## src/rtl/dcpm_pkg.sv

```systemverilog
package dcpm_pkg;
   localparam int unsigned CODE_BITS = 3;
   typedef logic [CODE_BITS-1:0] page_code_t;
   typedef enum logic [CODE_BITS-1:0] {
      PG_1K    = 3'd0,
      PG_2K    = 3'd1,
      PG_4K    = 3'd2,
      PG_8K    = 3'd3,
      PG_16K   = 3'd4,
      PG_32K   = 3'd5,
      PG_SPARE = 3'd6,
      PG_OFF   = 3'd7
   } page_code_e;
endpackage

```

## src/rtl/dcpm_code_decode.sv

```systemverilog
module dcpm_code_decode #(
   parameter int unsigned MIN_COL   = 7,
   parameter int unsigned NUM_CODES = 6,
   parameter int unsigned CNT_W     = 4
) (
   input  dcpm_pkg::page_code_t code_i,
   output logic                 valid_o,
   output logic [CNT_W-1:0]     ncol_o
);
   always_comb begin
      valid_o = (int'(code_i) < int'(NUM_CODES));
      ncol_o  = valid_o ? CNT_W'(MIN_COL + int'(code_i)) : '0;
   end
endmodule

```

## src/rtl/dcpm_lane_mask.sv

```systemverilog
module dcpm_lane_mask #(
   parameter int unsigned MAX_COL = 12,
   parameter int unsigned CNT_W   = 4
) (
   input  logic [CNT_W-1:0]   ncol_i,
   output logic [MAX_COL-1:0] mask_o
);
   for (genvar j = 0; j < MAX_COL; j++) begin : g_lane
      assign mask_o[j] = (ncol_i > CNT_W'(j));
   end
endmodule

```

## src/rtl/dcpm_pin_router.sv

```systemverilog
module dcpm_pin_router #(
   parameter int unsigned PIN_W    = 13,
   parameter int unsigned AP_PIN   = 10,
   parameter int unsigned MAX_COL  = 12,
   parameter int unsigned LSB_DROP = 3,
   parameter int unsigned COL_W    = 15
) (
   input  logic [COL_W-1:0]   addr_i,
   input  logic [MAX_COL-1:0] mask_i,
   input  logic               ap_i,
   input  logic               valid_i,
   output logic [PIN_W-1:0]   pins_o
);
   logic unused_low_bits;
   assign unused_low_bits = ^addr_i[LSB_DROP-1:0];

   for (genvar p = 0; p < PIN_W; p++) begin : g_pin
      if (p == AP_PIN) begin : g_ap
         assign pins_o[p] = valid_i & ap_i;
      end else if (p < AP_PIN) begin : g_low
         if (p < MAX_COL) begin : g_used
            assign pins_o[p] = mask_i[p] & addr_i[LSB_DROP+p];
         end else begin : g_idle
            assign pins_o[p] = 1'b0;
         end
      end else begin : g_high
         if (p - 1 < MAX_COL) begin : g_used
            assign pins_o[p] = mask_i[p-1] & addr_i[LSB_DROP+p-1];
         end else begin : g_idle
            assign pins_o[p] = 1'b0;
         end
      end
   end
endmodule

```

## src/rtl/dcpm_out_stage.sv

```systemverilog
module dcpm_out_stage #(
   parameter int unsigned W       = 14,
   parameter bit          REG_OUT = 1'b1,
   parameter logic [W-1:0] RST_VAL = '0
) (
   input  logic         clk_i,
   input  logic         rst_ni,
   input  logic [W-1:0] d_i,
   output logic [W-1:0] q_o
);
   if (REG_OUT) begin : g_reg
      always_ff @(posedge clk_i or negedge rst_ni) begin
         if (!rst_ni) q_o <= RST_VAL;
         else         q_o <= d_i;
      end
   end else begin : g_wire
      logic unused_clk_rst;
      assign unused_clk_rst = clk_i ^ rst_ni;
      assign q_o = d_i;
   end
endmodule

```

## src/rtl/dram_col_pin_mapper.sv

```systemverilog
module dram_col_pin_mapper #(
   parameter int unsigned PIN_W          = 13,
   parameter int unsigned AP_PIN         = 10,
   parameter int unsigned BUS_BYTES_LOG2 = 3,
   parameter int unsigned MIN_COL        = 7,
   parameter int unsigned NUM_CODES      = 6,
   parameter bit          REG_OUT        = 1'b1,
   localparam int unsigned MAX_COL       = MIN_COL + NUM_CODES - 1,
   localparam int unsigned COL_W         = BUS_BYTES_LOG2 + MAX_COL
) (
   input  logic                       clk_i,
   input  logic                       rst_ni,
   input  logic [COL_W-1:0]           col_addr_i,
   input  logic [dcpm_pkg::CODE_BITS-1:0] page_code_i,
   input  logic                       auto_pre_i,
   output logic [PIN_W-1:0]           dram_addr_o,
   output logic                       code_invalid_o
);
   localparam int unsigned CNT_W      = $clog2(MAX_COL + 1);
   localparam int unsigned NEED_PINS  = MAX_COL + ((MAX_COL >= AP_PIN) ? 1 : 0);
   localparam int unsigned SPILL_CODE = AP_PIN + 1 - MIN_COL;
   localparam logic [PIN_W:0] RST_WORD = {1'b1, {PIN_W{1'b0}}};

   if (NUM_CODES > (1 << dcpm_pkg::CODE_BITS)) begin : g_chk_codes
      $error("page code field too narrow for NUM_CODES");
   end
   if (AP_PIN >= PIN_W) begin : g_chk_ap
      $error("auto-precharge pin outside the pin field");
   end
   if (PIN_W < NEED_PINS) begin : g_chk_pins
      $error("pin field too narrow for the largest page");
   end
   if (BUS_BYTES_LOG2 == 0) begin : g_chk_bus
      $error("bus width must exceed one byte");
   end

   logic               code_ok;
   logic [CNT_W-1:0]   ncol;
   logic [MAX_COL-1:0] lane_mask;
   logic [PIN_W-1:0]   pins_next;

   dcpm_code_decode #(
      .MIN_COL(MIN_COL), .NUM_CODES(NUM_CODES), .CNT_W(CNT_W)
   ) u_decode (
      .code_i(page_code_i), .valid_o(code_ok), .ncol_o(ncol)
   );

   dcpm_lane_mask #(
      .MAX_COL(MAX_COL), .CNT_W(CNT_W)
   ) u_mask (
      .ncol_i(ncol), .mask_o(lane_mask)
   );

   dcpm_pin_router #(
      .PIN_W(PIN_W), .AP_PIN(AP_PIN), .MAX_COL(MAX_COL),
      .LSB_DROP(BUS_BYTES_LOG2), .COL_W(COL_W)
   ) u_router (
      .addr_i(col_addr_i), .mask_i(lane_mask), .ap_i(auto_pre_i),
      .valid_i(code_ok), .pins_o(pins_next)
   );

   dcpm_out_stage #(
      .W(PIN_W + 1), .REG_OUT(REG_OUT), .RST_VAL(RST_WORD)
   ) u_out (
      .clk_i(clk_i), .rst_ni(rst_ni),
      .d_i({~code_ok, pins_next}),
      .q_o({code_invalid_o, dram_addr_o})
   );

   logic in_range, below_spill;
   assign in_range    = (int'(page_code_i) < int'(NUM_CODES));
   assign below_spill = (int'(page_code_i) < int'(SPILL_CODE));

   // a flagged code never leaves anything on the pins
   p_off_zero_r7: assert property (@(posedge clk_i) disable iff (!rst_ni)
      code_invalid_o |-> (dram_addr_o == '0));

   if (REG_OUT) begin : g_chk_reg
      p_bad_code_r7: assert property (@(posedge clk_i) disable iff (!rst_ni)
         !in_range |=> code_invalid_o);
      p_good_code_r8: assert property (@(posedge clk_i) disable iff (!rst_ni)
         in_range |=> !code_invalid_o);
      p_ap_pin_r3: assert property (@(posedge clk_i) disable iff (!rst_ni)
         in_range |=> (dram_addr_o[AP_PIN] == $past(auto_pre_i)));
      if (PIN_W > AP_PIN + 1) begin : g_up
         p_upper_zero_r6: assert property (@(posedge clk_i) disable iff (!rst_ni)
            below_spill |=> (dram_addr_o[PIN_W-1:AP_PIN+1] == '0));
      end
   end else begin : g_chk_comb
      p_bad_code_r10: assert property (@(posedge clk_i) disable iff (!rst_ni)
         !in_range |-> code_invalid_o);
      p_good_code_r10: assert property (@(posedge clk_i) disable iff (!rst_ni)
         in_range |-> !code_invalid_o);
      p_ap_pin_r10: assert property (@(posedge clk_i) disable iff (!rst_ni)
         in_range |-> (dram_addr_o[AP_PIN] == auto_pre_i));
   end
endmodule

```

## config.mk

```make
export PLATFORM = sky130hd
export DESIGN_NAME = dram_col_pin_mapper
export DESIGN_NICKNAME = d
export VERILOG_FILES = /design/src/rtl/dcpm_pkg.sv /design/src/rtl/dcpm_code_decode.sv /design/src/rtl/dcpm_lane_mask.sv /design/src/rtl/dcpm_pin_router.sv /design/src/rtl/dcpm_out_stage.sv /design/src/rtl/dram_col_pin_mapper.sv
export SDC_FILE = /design/constraint.sdc
export NUM_CORES = 1
export LEC_CHECK = 0
export BUFFER_PORTS_ARGS = -buffer_cell sky130_fd_sc_hd__clkbuf_2
export CAP_MARGIN = 10
export CORE_MARGIN = 3
export CORE_UTILIZATION = 35
export DETAILED_ROUTE_END_ITERATION = 8
export PLACE_DENSITY = 0.8
export SYNTH_ARGS = -nofsm -noshare
export SYNTH_HDL_FRONTEND = slang
export SYNTH_SLANG_ARGS = --single-unit
```

## constraint.sdc

```tcl
create_clock -name clk_i -period 0.88 [get_ports clk_i]
set_clock_uncertainty 0.05 [all_clocks]
set_input_delay 0.176 -clock clk_i [delete_from_list [all_inputs] [get_ports clk_i]]
set_output_delay 0.176 -clock clk_i [all_outputs]
set_load 0.03 [all_outputs]
```

# Word level (Yosys, flattened, before mapping)

Cells that the tools add are included.

Input port bits: 21
Word-level logic and storage cells: 30
Output and inout port bits: 14
Flip-flop bits (word level): 14

Add/sub/neg operators: 1
Bitwise gates (word level): 14
Mux-type cells: 1
$lt $le $gt $ge: 13

Operators with widths:

| operator            | number |
|---|---|
| $gt 4x3->1 const B  | 4 |
| $gt 4x4->1 const B  | 4 |
| $and 1x1->1         | 13 |
| $gt 4x1->1 const B  | 2 |
| $gt 4x2->1 const B  | 2 |
| $add 3x3->4 const A | 1 |
| $mux 4              | 1 |
| $lt 3x3->1 const B  | 1 |
| $not 1->1           | 1 |

# Longest topological paths before layout

Gate-level depths: netlist of the first run.

Depth after elaboration: 4
Gate-level depth with buffers: 4
Gate-level depth less buffers: 4

# By module

A second synthesis of the first run with hierarchy kept.

Cells, all modules: 55
Area total of the unflattened synthesis: 629.4 µm²

Modules (own cells, without submodules):

| module              | times used | sequential area each (µm²) | cells an instance | area each (µm²) |
|---|---|---|---|---|
| dcpm_out_stage      | 1          | 351.6                      | 14                | 351.6 |
| dcpm_lane_mask      | 1          | 0.0                        | 17                | 130.1 |
| dcpm_pin_router     | 1          | 0.0                        | 13                | 81.3 |
| dcpm_code_decode    | 1          | 0.0                        | 10                | 62.6 |
| dram_col_pin_mapper | 1          | 0.0                        | 1                 | 3.8 |

# Worst setup path before layout of the first run

Ideal clock, no wire load.

Kind: in2reg
Start: input page_code_i[1] (netlist name)
End: register u_out.q_o[9]
Stages on the path: 4
Data required time: 0.699 ns
Data arrival time: 0.779 ns
Buffers on the path: 0
Setup time: 0.131 ns
Setup slack: -0.081 ns
Path through: inv_1 -> ha_1 -> nor4b_1 -> a21oi_1

Cells in the longest elaborated chain, start to end: 4
Elaborated cells between the ends (all ways): 5
Classes of those cells: 1 x add/sub; 2 x order compare; 1 x mux; 1 x bitwise

RTL lines:

| what                                      | RTL line                  | RTL |
|---|---|---|
| from (decl)                               | dram_col_pin_mapper.sv:14 | `input logic [dcpm_pkg::CODE_BITS-1:0] page_code_i,` |
| $add 3x3->4 or $lt 3x3->1 (tied branches) | n/a                       |  |
| $mux 4 (*)                                | dcpm_code_decode.sv:12    | `ncol_o = valid_o ? CNT_W'(MIN_COL + int'(code_i)) : '0;` |
| $gt 4x4->1 (*)                            | dcpm_lane_mask.sv:9       | `assign mask_o[j] = (ncol_i > CNT_W'(j));` |
| $and 1x1->1 (*)                           | dcpm_pin_router.sv:22     | `assign pins_o[p] = mask_i[p] & addr_i[LSB_DROP+p];` |
| net pins_next[9]                          | dram_col_pin_mapper.sv:40 | `logic [PIN_W-1:0] pins_next;` |
| to (signal assigned)                      | dcpm_out_stage.sv:14      | `else q_o <= d_i;` |
| to (decl)                                 | dcpm_out_stage.sv:9       | `output logic [W-1:0] q_o` |

The timed path passes the listed nets; every way through them passes the cells marked *.

# Final worst setup path of the first run

Start: register u_out.q_o[13]
End: output code_invalid_o

RTL lines:

| what      | RTL line                  | RTL |
|---|---|---|
| to (decl) | dram_col_pin_mapper.sv:17 | `output logic code_invalid_o` |

No word-level cell between the ends.

==> impl_results.md, run 1 <==
- Status: finished, violations left
- Violations in the final reports: setup timing
- Gr usage total: 11.9%
- Drt via density: 4.34
- Timing startpoint of the critical path: u_out.q_o[13]
- Startpoint Class: flip-flop
- Sinks on Clock Net: 14
- Count of input and output buffers: 31
- Most flop-heavy register: u_out.q_o
- Worst path top cell family by delay: flip-flops
- Total Routed Length: 1.09 mm
- Total gr overflow: 0
- Number of failing setup endpoints in the final timing report: 14
- Worst-Margin Slew: 0.335 ns
- Max FFs per register: 14
- Synth-to-Final Area Change: 75.9%
- Minimum clock period after layout: 1.15 ns
- Count of max-cap constraint violations: 0
- Finished layout cell area: 966 µm²
- Cell types occupying the most area after synthesis: dfrtp_1, ha_1, nor2b_1
- Synth cell types: 14
- Floorplan row count: 13
- ANT cells: 0
- Pin count of the biggest net entering global routing: 15
- Placed instance area: 779 µm²
- Power density over cell area: 1560 mW/mm²
- Total power consumption of the routed design: 1.50 mW
- Via Count: 408
- Cell Count, Final, Fillers Out: 94
- Required time reported for the critical path endpoint: 0.65 ns
- Sequence of cells on the critical path: buf_8
- Cell area after technology mapping: 549 µm²
- Post-synthesis register bit count: 14
- Fin Setup TNS: -2.13 ns
- TritonCTS clock tree: built
- CP max stage delay: 0.54 ns
- Part of the cycle the worst path needs: 131%
- Worst hold margin: 0.0627 ns
- DIE WIDTH: 45.6 µm
- Relative slew slack: 77.6%
- Antenna violations before repair: 0
- Average size of a mapped cell: 13.7 µm²
- CP endpoint kind: primary output
- Simple-gate share of the synthesized area: 17.8%
- Unrepaired setup endpoints after global routing: yes
- Post-DRT Antenna Nets: 0
- Routability-driven placement congestion ratio: 0.689
- Biggest area consumer among synthesized cells: dfrtp_1
- Post-layout util: 69.9%
- Overall die area: 0.00208 mm²
- Biggest regs: u_out.q_o x14
- Worst Path Max Fanout: 1
- Starting Density: 39.7%
- Die H: 45.6 µm
- Destination of the worst hold path: u_out.q_o[11]
- Final Hold Violating Endpoints: 0
- Post-synthesis mux area share: 0%
- Post-synthesis cell count: 40
- Number of buffers and inverters on the critical path: 1
- Combinational family with the most area after synthesis: simple AND/OR/NAND/NOR gates
- Launch instance of the worst min-delay path: col_addr_i[13]
- Type of the tightest min-delay check: input port to flip-flop
- Total nets after synthesis: 66
- Iter 0 DRT Violations: 0
- Post-synthesis adder-cell area fraction: 11.4%
- Post-synthesis share of cell area spent on xor and xnor gates: 1.59%
- Via count of the first global-routing pass: 404
- Avg WL per Cell: 11.6 µm
- Top-level I/O count: 35
- Warnings from Yosys: 0
- Worst Slack Setup Final: -0.273 ns
- Net count reported at finish: 106
- Placeable core area: 0.00138 mm²
- H-tree depth reported by CTS: 1
- Clk Tree Root Cell: clkbuf_4
- Crit path max-delay cell type: dfstp_2
- DP Wirelength: 882 µm
- Number of max-slew violations in the final report: 0
- Fraction of layout instances using a drive strength above 1: 59.5%
- Detailed-route DRC error count: 0
- Leakage power figure: 0.490 nW
- Number of buffers inserted during clock tree synthesis: 3
- Setup Slack @ Placement: -0.202 ns
- Number of detailed-route iterations in the first pass: 1
- Placed Instances: 89
- Compound-cell area share of the yosys netlist: 2.28%
- Achievable frequency: 867 MHz
- Depth of the worst hold-timing path: 2
- Global-route wire length before repair: 1.77 mm
- Portion of synthesized cell area occupied by the leading cell type: 59.2%
- Maximum VDD drop: 0.842 mV
- Startpoint-to-endpoint class of the critical path: flip-flop to primary output
- Bufs on Longest Clock Path: 2
- Clock-pin slew on the worst setup and hold paths: 0.08 ns
- Register area share after synthesis: 64.0%
- Arrival time worst endpoint: 0.93 ns
==> how the worst max path moves through the flow <==
stage / endpoint / slack, ns / depth (start not counted)
floorplan: u_out.q_o[7] / -0.002 / 4
global placement: u_out.q_o[7] / -0.18 / 5
detailed placement: u_out.q_o[7] / -0.20 / 5
CTS: code_invalid_o / -0.30 / 1
global route: code_invalid_o / -0.30 / 1
finish: code_invalid_o / -0.27 / 1
==> cell usage in the layout (no fill, tap or decap), types with 2 or more instances in the layout <==
cell | netlist | routed
inv_1 | 3 | 2
clkbuf_4 | 0 | 3
and2_1 | 2 | 2
buf_8 | 0 | 14
nor4b_2 | 1 | 2
nor2b_1 | 8 | 8
ha_2 | 0 | 2
clkbuf_2 | 0 | 17
buf_4 | 0 | 4
ha_1 | 5 | 2
dfrtp_1 | 13 | 13
==> logic make-up after synthesis <==
family,Yosys count
buf+inv,4
flops,14
xor+xnor,1
fa+ha+maj,5
compound gates,2
simple gates,14
==> final cells by class <==
cell class / instances / area (µm²)
multi-input cells: 22 / 213
flip-flops and latches: 14 / 352
repair buffers: 36 / 335
fillers: 93 / 417
inverters: 3 / 11.3
clock buffers: 4 / 36.3
well taps: 15 / 18.8
==> report_power, final <==
part / total, mW / internal [mW] / switching (mW)
Combinational: 0.357 / 0.189 / 0.168
Clock: 0.435 / 0.251 / 0.184
Sequential: 0.713 / 0.686 / 0.0270
Total: 1.50 / 1.13 / 0.379
==> synthesized netlist by cell type <==
library cell / number
ha_1: 5
nor4b_2: 1
a21oi_1: 1
dfrtp_1: 13
buf_2: 1
dfstp_2: 1
nor3b_1: 1
nor2b_1: 8
nand2_1: 1
xnor2_1: 1
inv_1: 3
and2_1: 2
nor4b_1: 1
a21boi_0: 1
==> metal layers <==
layer,part of all wire (%),track usage [%],vias up
met1,36,13.8,180
li1,-,-,204
met3,13,3.16,0
met4,0,3.51,0
met5,0,0,-
met2,51,21.2,24
==> what timing repair did <==
action,in CTS,in global routing
hold endpoints to repair,13,0
cloned,0,0
setup buffers,0,0
hold buffers,1,0
setup endpoints to repair,14,14
gates resized for setup,28,14
Note: power is estimated with default switching activity, not from simulation.
==> run 2: changes to the inputs <==
--- a/config.mk
+++ b/config.mk
@@ -7,10 +7,12 @@
 export LEC_CHECK = 0
 export BUFFER_PORTS_ARGS = -buffer_cell sky130_fd_sc_hd__clkbuf_2
 export CAP_MARGIN = 10
+export CELL_PAD_IN_SITES_DETAIL_PLACEMENT = 0
+export CELL_PAD_IN_SITES_GLOBAL_PLACEMENT = 1
 export CORE_MARGIN = 3
-export CORE_UTILIZATION = 35
+export CORE_UTILIZATION = 29
 export DETAILED_ROUTE_END_ITERATION = 8
-export PLACE_DENSITY = 0.8
+export PLACE_DENSITY = 0.86
 export SYNTH_ARGS = -nofsm -noshare
 export SYNTH_HDL_FRONTEND = slang
 export SYNTH_SLANG_ARGS = --single-unit
==> constraint.sdc (replaced) <==
create_clock -name clk_i -period 1.3 [get_ports clk_i]
set_clock_uncertainty 0.05 [all_clocks]
set_input_delay 0.26 -clock clk_i [delete_from_list [all_inputs] [get_ports clk_i]]
set_output_delay 0.26 -clock clk_i [all_outputs]
set_load 0.03 [all_outputs]
==> run 2 against run 1 <==
The run now ends clean. Final cell count grew 8.5%. First-iteration DRC count increased by 2. Critical path depth stayed put. Via count grew 0.74%. Design area fell by 18%. Highest routed layer unchanged.
==> impl_results.md, run 2 (same netlist as run 1, synthesis figures left out) <==
- Relative slew slack: 77.1% (-0.51 points)
- Fin Setup TNS: 0 ns (+2.13 ns)
- Synth-to-Final Area Change: 44.2%
- Max FFs per register: 14 (unchanged)
- Status: complete, no violations
- Via Count: 411 (+0.74%)
- Worst Path Max Fanout: 1 (unchanged)
- Global-route wire length before repair: 1.75 mm (-1.6%)
- Floorplan row count: 15 (+2)
- H-tree depth reported by CTS: 1 (unchanged)
- Routability-driven placement congestion ratio: 0.658 (-4.4%)
- Filler instances: 182 (+96%)
- Starting Density: 31.1% (-8.6 points)
- Top-level I/O count: 35 (unchanged)
- ANT cells: 0 (unchanged)
- CP max stage delay: 0.51 ns (-0.03 ns)
- Worst path top cell family by delay: flip-flops
- Worst Slack Setup Final: 0.0285 ns (+0.302 ns)
- Number of buffers inserted during clock tree synthesis: 3 (unchanged)
- Worst-Margin Slew: 0.340 ns (+0.00458 ns)
- Number of max-slew violations in the final report: 0 (unchanged)
- Clk Tree Root Cell: clkbuf_4
- Drt via density: 4.03 (-7.2%)
- Pin count of the biggest net entering global routing: 15 (unchanged)
- Iter 0 DRT Violations: 2 (+2)
- Sinks on Clock Net: 14 (unchanged)
- Most common cell after layout, fill and taps aside: clkbuf_2
- Sequence of cells on the critical path: buf_2
- Unrepaired setup endpoints after global routing: no
- Startpoint Class: flip-flop
- Placeable core area: 0.00176 mm² (+28%)
- Number of buffers and inverters on the critical path: 1 (unchanged)
- Achievable frequency: 786 MHz
- Part of the cycle the worst path needs: 97.8%
- Number of post-CTS setup repair buffers: 0 (unchanged)
- Fraction of layout instances using a drive strength above 1: 50.6% (-8.8 points)
- Minimum clock period after layout: 1.27 ns
- Gr usage total: 9.06% (-2.9 points)
- Via count of the first global-routing pass: 440 (+8.9%)
- Placed Instances: 97 (+9.0%)
- Die H: 49.5 µm (+8.6%)
- Setup Slack @ Placement: 0.0287 ns (+0.230 ns)
- Biggest regs: u_out.q_o x14
- Post-layout util: 44.9% (-25 points)
- TritonCTS clock tree: built
- Total gr overflow: 0 (unchanged)
- Detailed-route DRC error count: 0 (unchanged)
- Maximum VDD drop: 0.342 mV (-59%)
- Type of the tightest min-delay check: input port to flip-flop
- Final Hold Violating Endpoints: 0 (unchanged)
- DIE WIDTH: 49.5 µm (+8.6%)
- Number of failing setup endpoints in the final timing report: 0 (-14)
- Leakage power figure: 0.436 nW (-11%)
- Antenna violations before repair: 0 (unchanged)
- Clock-pin slew on the worst setup and hold paths: 0.08 ns (about the same)
- Bufs on Longest Clock Path: 2 (unchanged)
- Finished layout cell area: 792 µm² (-18%)
- Post-DRT Antenna Nets: 0 (unchanged)
- Net count reported at finish: 104 (-1.9%)
- Arrival time worst endpoint: 0.96 ns (+0.03 ns)
- Cell Count, Final, Fillers Out: 102 (+8.5%)
- Crit path max-delay cell type: dfstp_2
- Total Routed Length: 1.03 mm (-5.4%)
- Required time reported for the critical path endpoint: 0.99 ns (+0.34 ns)
- Total power consumption of the routed design: 937 µW (-38%)
- Count of max-cap constraint violations: 0 (unchanged)
- Startpoint-to-endpoint class of the critical path: flip-flop to primary output
- Placed instance area: 746 µm² (-4.3%)
- Commonest non-fill, non-tap cells in the layout: clkbuf_2, dfrtp_1, nor2b_1, ha_1
- Most flop-heavy register: u_out.q_o
- Number of detailed-route iterations in the first pass: 4 (+3)
- CP endpoint kind: primary output
- Overall die area: 0.00245 mm² (+18%)
- Power density over cell area: 1180 mW/mm² (-24%)
- Worst hold margin: 0.144 ns (+0.0808 ns)
- Avg WL per Cell: 10.1 µm (-13%)
- Count of input and output buffers: 31 (unchanged)
[run 2: per-layer routing]
metal	vias up	global-route usage [%]	routed length (µm)
met2	26	16.3	492
met5	-	0	0
li1	198	-	-
met1	187	9.92	413
met3	0	3.02	124
met4	0	2.76	0
[run 2: worst paths after layout]
path	start	to	slack, ns	cells after the start
max in group asynchronous	rst_ni	u_out.q_o[13]	0.53	2
setup / recovery	u_out.q_o[13]	code_invalid_o	0.03	1
min in group asynchronous	rst_ni	u_out.q_o[1]	0.37	2
hold / removal	col_addr_i[13]	u_out.q_o[11]	0.14	2
[run 2: timing repair]
action	in CTS	in global routing
endpoints found under the hold margin	13	0
hold buffers	1	0
endpoints found under the setup margin	0	1
gates resized for setup	0	1
[run 2: layout make-up]
cell class	count	area, µm²	share of cell area, %
inverter	3	11.3	1.42
sequential	14	352	44.4
tap	25	31.3	3.95
multi-input combinational	22	181	22.9
timing repair buffer	34	180	22.7
clock buffer	4	36.3	4.58
[run 2: where the power goes]
part | switching [mW] | total [mW] | internal (mW)
Clock | 0.123 | 0.293 | 0.170
Sequential | 0.00666 | 0.470 | 0.463
Combinational | 0.109 | 0.174 | 0.0646
Total | 0.239 | 0.937 | 0.698
==> run 3: changes to the inputs <==
--- a/config.mk
+++ b/config.mk
@@ -12,7 +12,7 @@
 export CORE_MARGIN = 3
 export CORE_UTILIZATION = 29
 export DETAILED_ROUTE_END_ITERATION = 8
-export PLACE_DENSITY = 0.86
+export PLACE_DENSITY_LB_ADDON = 0.1
 export SYNTH_ARGS = -nofsm -noshare
 export SYNTH_HDL_FRONTEND = slang
 export SYNTH_SLANG_ARGS = --single-unit
==> run 3 against run 2 <==
Sequential power is essentially flat. Via count shrank 3.9%. Sequential share of layout area shrank 0.070 points. Fmax grew 0.48%. Flip-flop and latch count is the same. First-iteration DRC count is the same. Design area grew 0.16%. Critical path depth is the same. Total power grew 1.3%. Critical endpoint unchanged. Largest power group unchanged.
==> impl_results.md, run 3 (same netlist as run 1, synthesis figures left out) <==
- Worst path top cell family by delay: flip-flops
- Worst Path Max Fanout: 1 (unchanged)
- Clock-pin slew on the worst setup and hold paths: 0.09 ns (about the same)
- Register area: 352 µm² (unchanged)
- Total gr overflow: 0 (unchanged)
- Biggest regs: u_out.q_o x14
- Number of max-slew violations in the final report: 0 (unchanged)
- Startpoint Class: flip-flop
- Pin count of the biggest net entering global routing: 15 (unchanged)
- DIE WIDTH: 49.5 µm (unchanged)
- Footprint of the multi-input gates: 181 µm² (unchanged)
- CP max stage delay: 0.54 ns (+0.03 ns)
- Via Count: 395 (-3.9%)
- Crit path max-delay cell type: dfstp_2
- Detailed-route DRC error count: 0 (unchanged)
- Most common cell after layout, fill and taps aside: clkbuf_2
- Number of buffers inserted during clock tree synthesis: 3 (unchanged)
- Avg WL per Cell: 9.92 µm (-1.8%)
- Clk Tree Root Cell: clkbuf_4
- CP endpoint kind: primary output
- Gr usage total: 8.45% (-0.61 points)
- Via count of the first global-routing pass: 363 (-18%)
- Placeable core area: 0.00176 mm² (unchanged)
- TritonCTS clock tree: built
- Post-layout util: 45.0% (+0.071 points)
- Overall die area: 0.00245 mm² (unchanged)
- Unrepaired setup endpoints after global routing: no
- Commonest non-fill, non-tap cells in the layout: clkbuf_2, dfrtp_1, nor2b_1, ha_1
- Number of detailed-route iterations in the first pass: 2 (-2)
- Count of input and output buffers: 31 (unchanged)
- Starting Density: 31.1% (unchanged)
- Net count reported at finish: 103 (-0.96%)
- Type of the tightest min-delay check: input port to flip-flop
- Synth-to-Final Area Change: 44.4%
- Die H: 49.5 µm (unchanged)
- Floorplan row count: 15 (unchanged)
- Global-route wire length before repair: 1.51 mm (-13%)
- Achievable frequency: 790 MHz (+0.48%)
- Top-level I/O count: 35 (unchanged)
- Fin Setup TNS: 0 ns (unchanged)
- Status: complete, no violations
- Number of failing setup endpoints in the final timing report: 0 (unchanged)
- Total Routed Length: 1.00 mm (-2.7%)
- Count of max-cap constraint violations: 0 (unchanged)
- Max FFs per register: 14 (unchanged)
- Number of post-CTS setup repair buffers: 0 (unchanged)
- Maximum VDD drop: 0.421 mV (+23%)
- Sequence of cells on the critical path: clkbuf_8
- Post-DRT Antenna Nets: 0 (unchanged)
- Required time reported for the critical path endpoint: 0.99 ns (about the same)
- Arrival time worst endpoint: 0.96 ns (about the same)
- Routability-driven placement congestion ratio: 0.771 (+17%)
- Filler instances: 197 (+8.2%)
- H-tree depth reported by CTS: 1 (unchanged)
- Worst-Margin Slew: 0.341 ns (+0.00152 ns)
- Power density over cell area: 1200 mW/mm² (+1.1%)
- Minimum clock period after layout: 1.27 ns (-0.00609 ns)
- Drt via density: 3.91 (-2.9%)
- Part of the cycle the worst path needs: 97.3% (-0.47 points)
- Sinks on Clock Net: 14 (unchanged)
- Leakage power figure: 0.433 nW (-0.66%)
- Final Hold Violating Endpoints: 0 (unchanged)
- Antenna violations before repair: 0 (unchanged)
- Startpoint-to-endpoint class of the critical path: flip-flop to primary output
- Bufs on Longest Clock Path: 2 (unchanged)
- DP Wirelength: 838 µm
- Most flop-heavy register: u_out.q_o
- Relative slew slack: 77.0% (-0.10 points)
- ANT cells: 0 (unchanged)
- Iter 0 DRT Violations: 2 (unchanged)
- Number of buffers and inverters on the critical path: 1 (unchanged)
- Fraction of layout instances using a drive strength above 1: 50.0% (-0.65 points)
==> run 3: metrics by stage <==
stage,setup slack [ns],power (mW),area (µm²),hold slack (ns),cells
after floorplan,0.255,0.579,549,-0.0856,40
after global placement,0.0544,0.649,738,0.126,96
after detailed placement,0.0400,0.651,738,0.126,96
after CTS,0.0183,0.965,793,0.119,101
after global routing,0.0138,0.993,793,0.128,101
final,0.0346,0.949,793,0.126,101
==> run 3: cell type report <==
cell class | instances | area share [%]
Sequential cell | 14 | 44.3
Multi-Input combinational cell | 22 | 22.9
Timing Repair Buffer | 33 | 22.9
Clock buffer | 4 | 4.57
Tap cell | 25 | 3.94
Inverter | 3 | 1.42
==> run 3: final timing paths <==
kind	start	to	slack, ns	cells past startpoint
min in group asynchronous	rst_ni	u_out.q_o[7]	0.36	2
max in group asynchronous	rst_ni	u_out.q_o[13]	0.54	2
setup / recovery	u_out.q_o[13]	code_invalid_o	0.03	1
hold / removal	col_addr_i[12]	u_out.q_o[9]	0.13	3
==> run 3: routing by layer <==
| layer | track usage (%) | wire (µm) |
|---|---|---|
| met1 | 10.8 | 440 |
| met2 | 12.8 | 475 |
| met3 | 2.72 | 86 |
| met4 | 4.15 | 0 |
| met5 | 0 | 0 |
==> run 3: what timing repair did <==
action,CTS,global route
hold endpoints to repair,13,0
hold buffers,1,0
gates resized for setup,2,0
endpoints found under the setup margin,1,0
==> run 3: power breakdown <==
group	leakage, nW	internal (mW)	switching (mW)
Clock	0.0210	0.170	0.136
Combinational	0.238	0.0652	0.107
Sequential	0.174	0.464	0.00683
Total	0.433	0.699	0.250
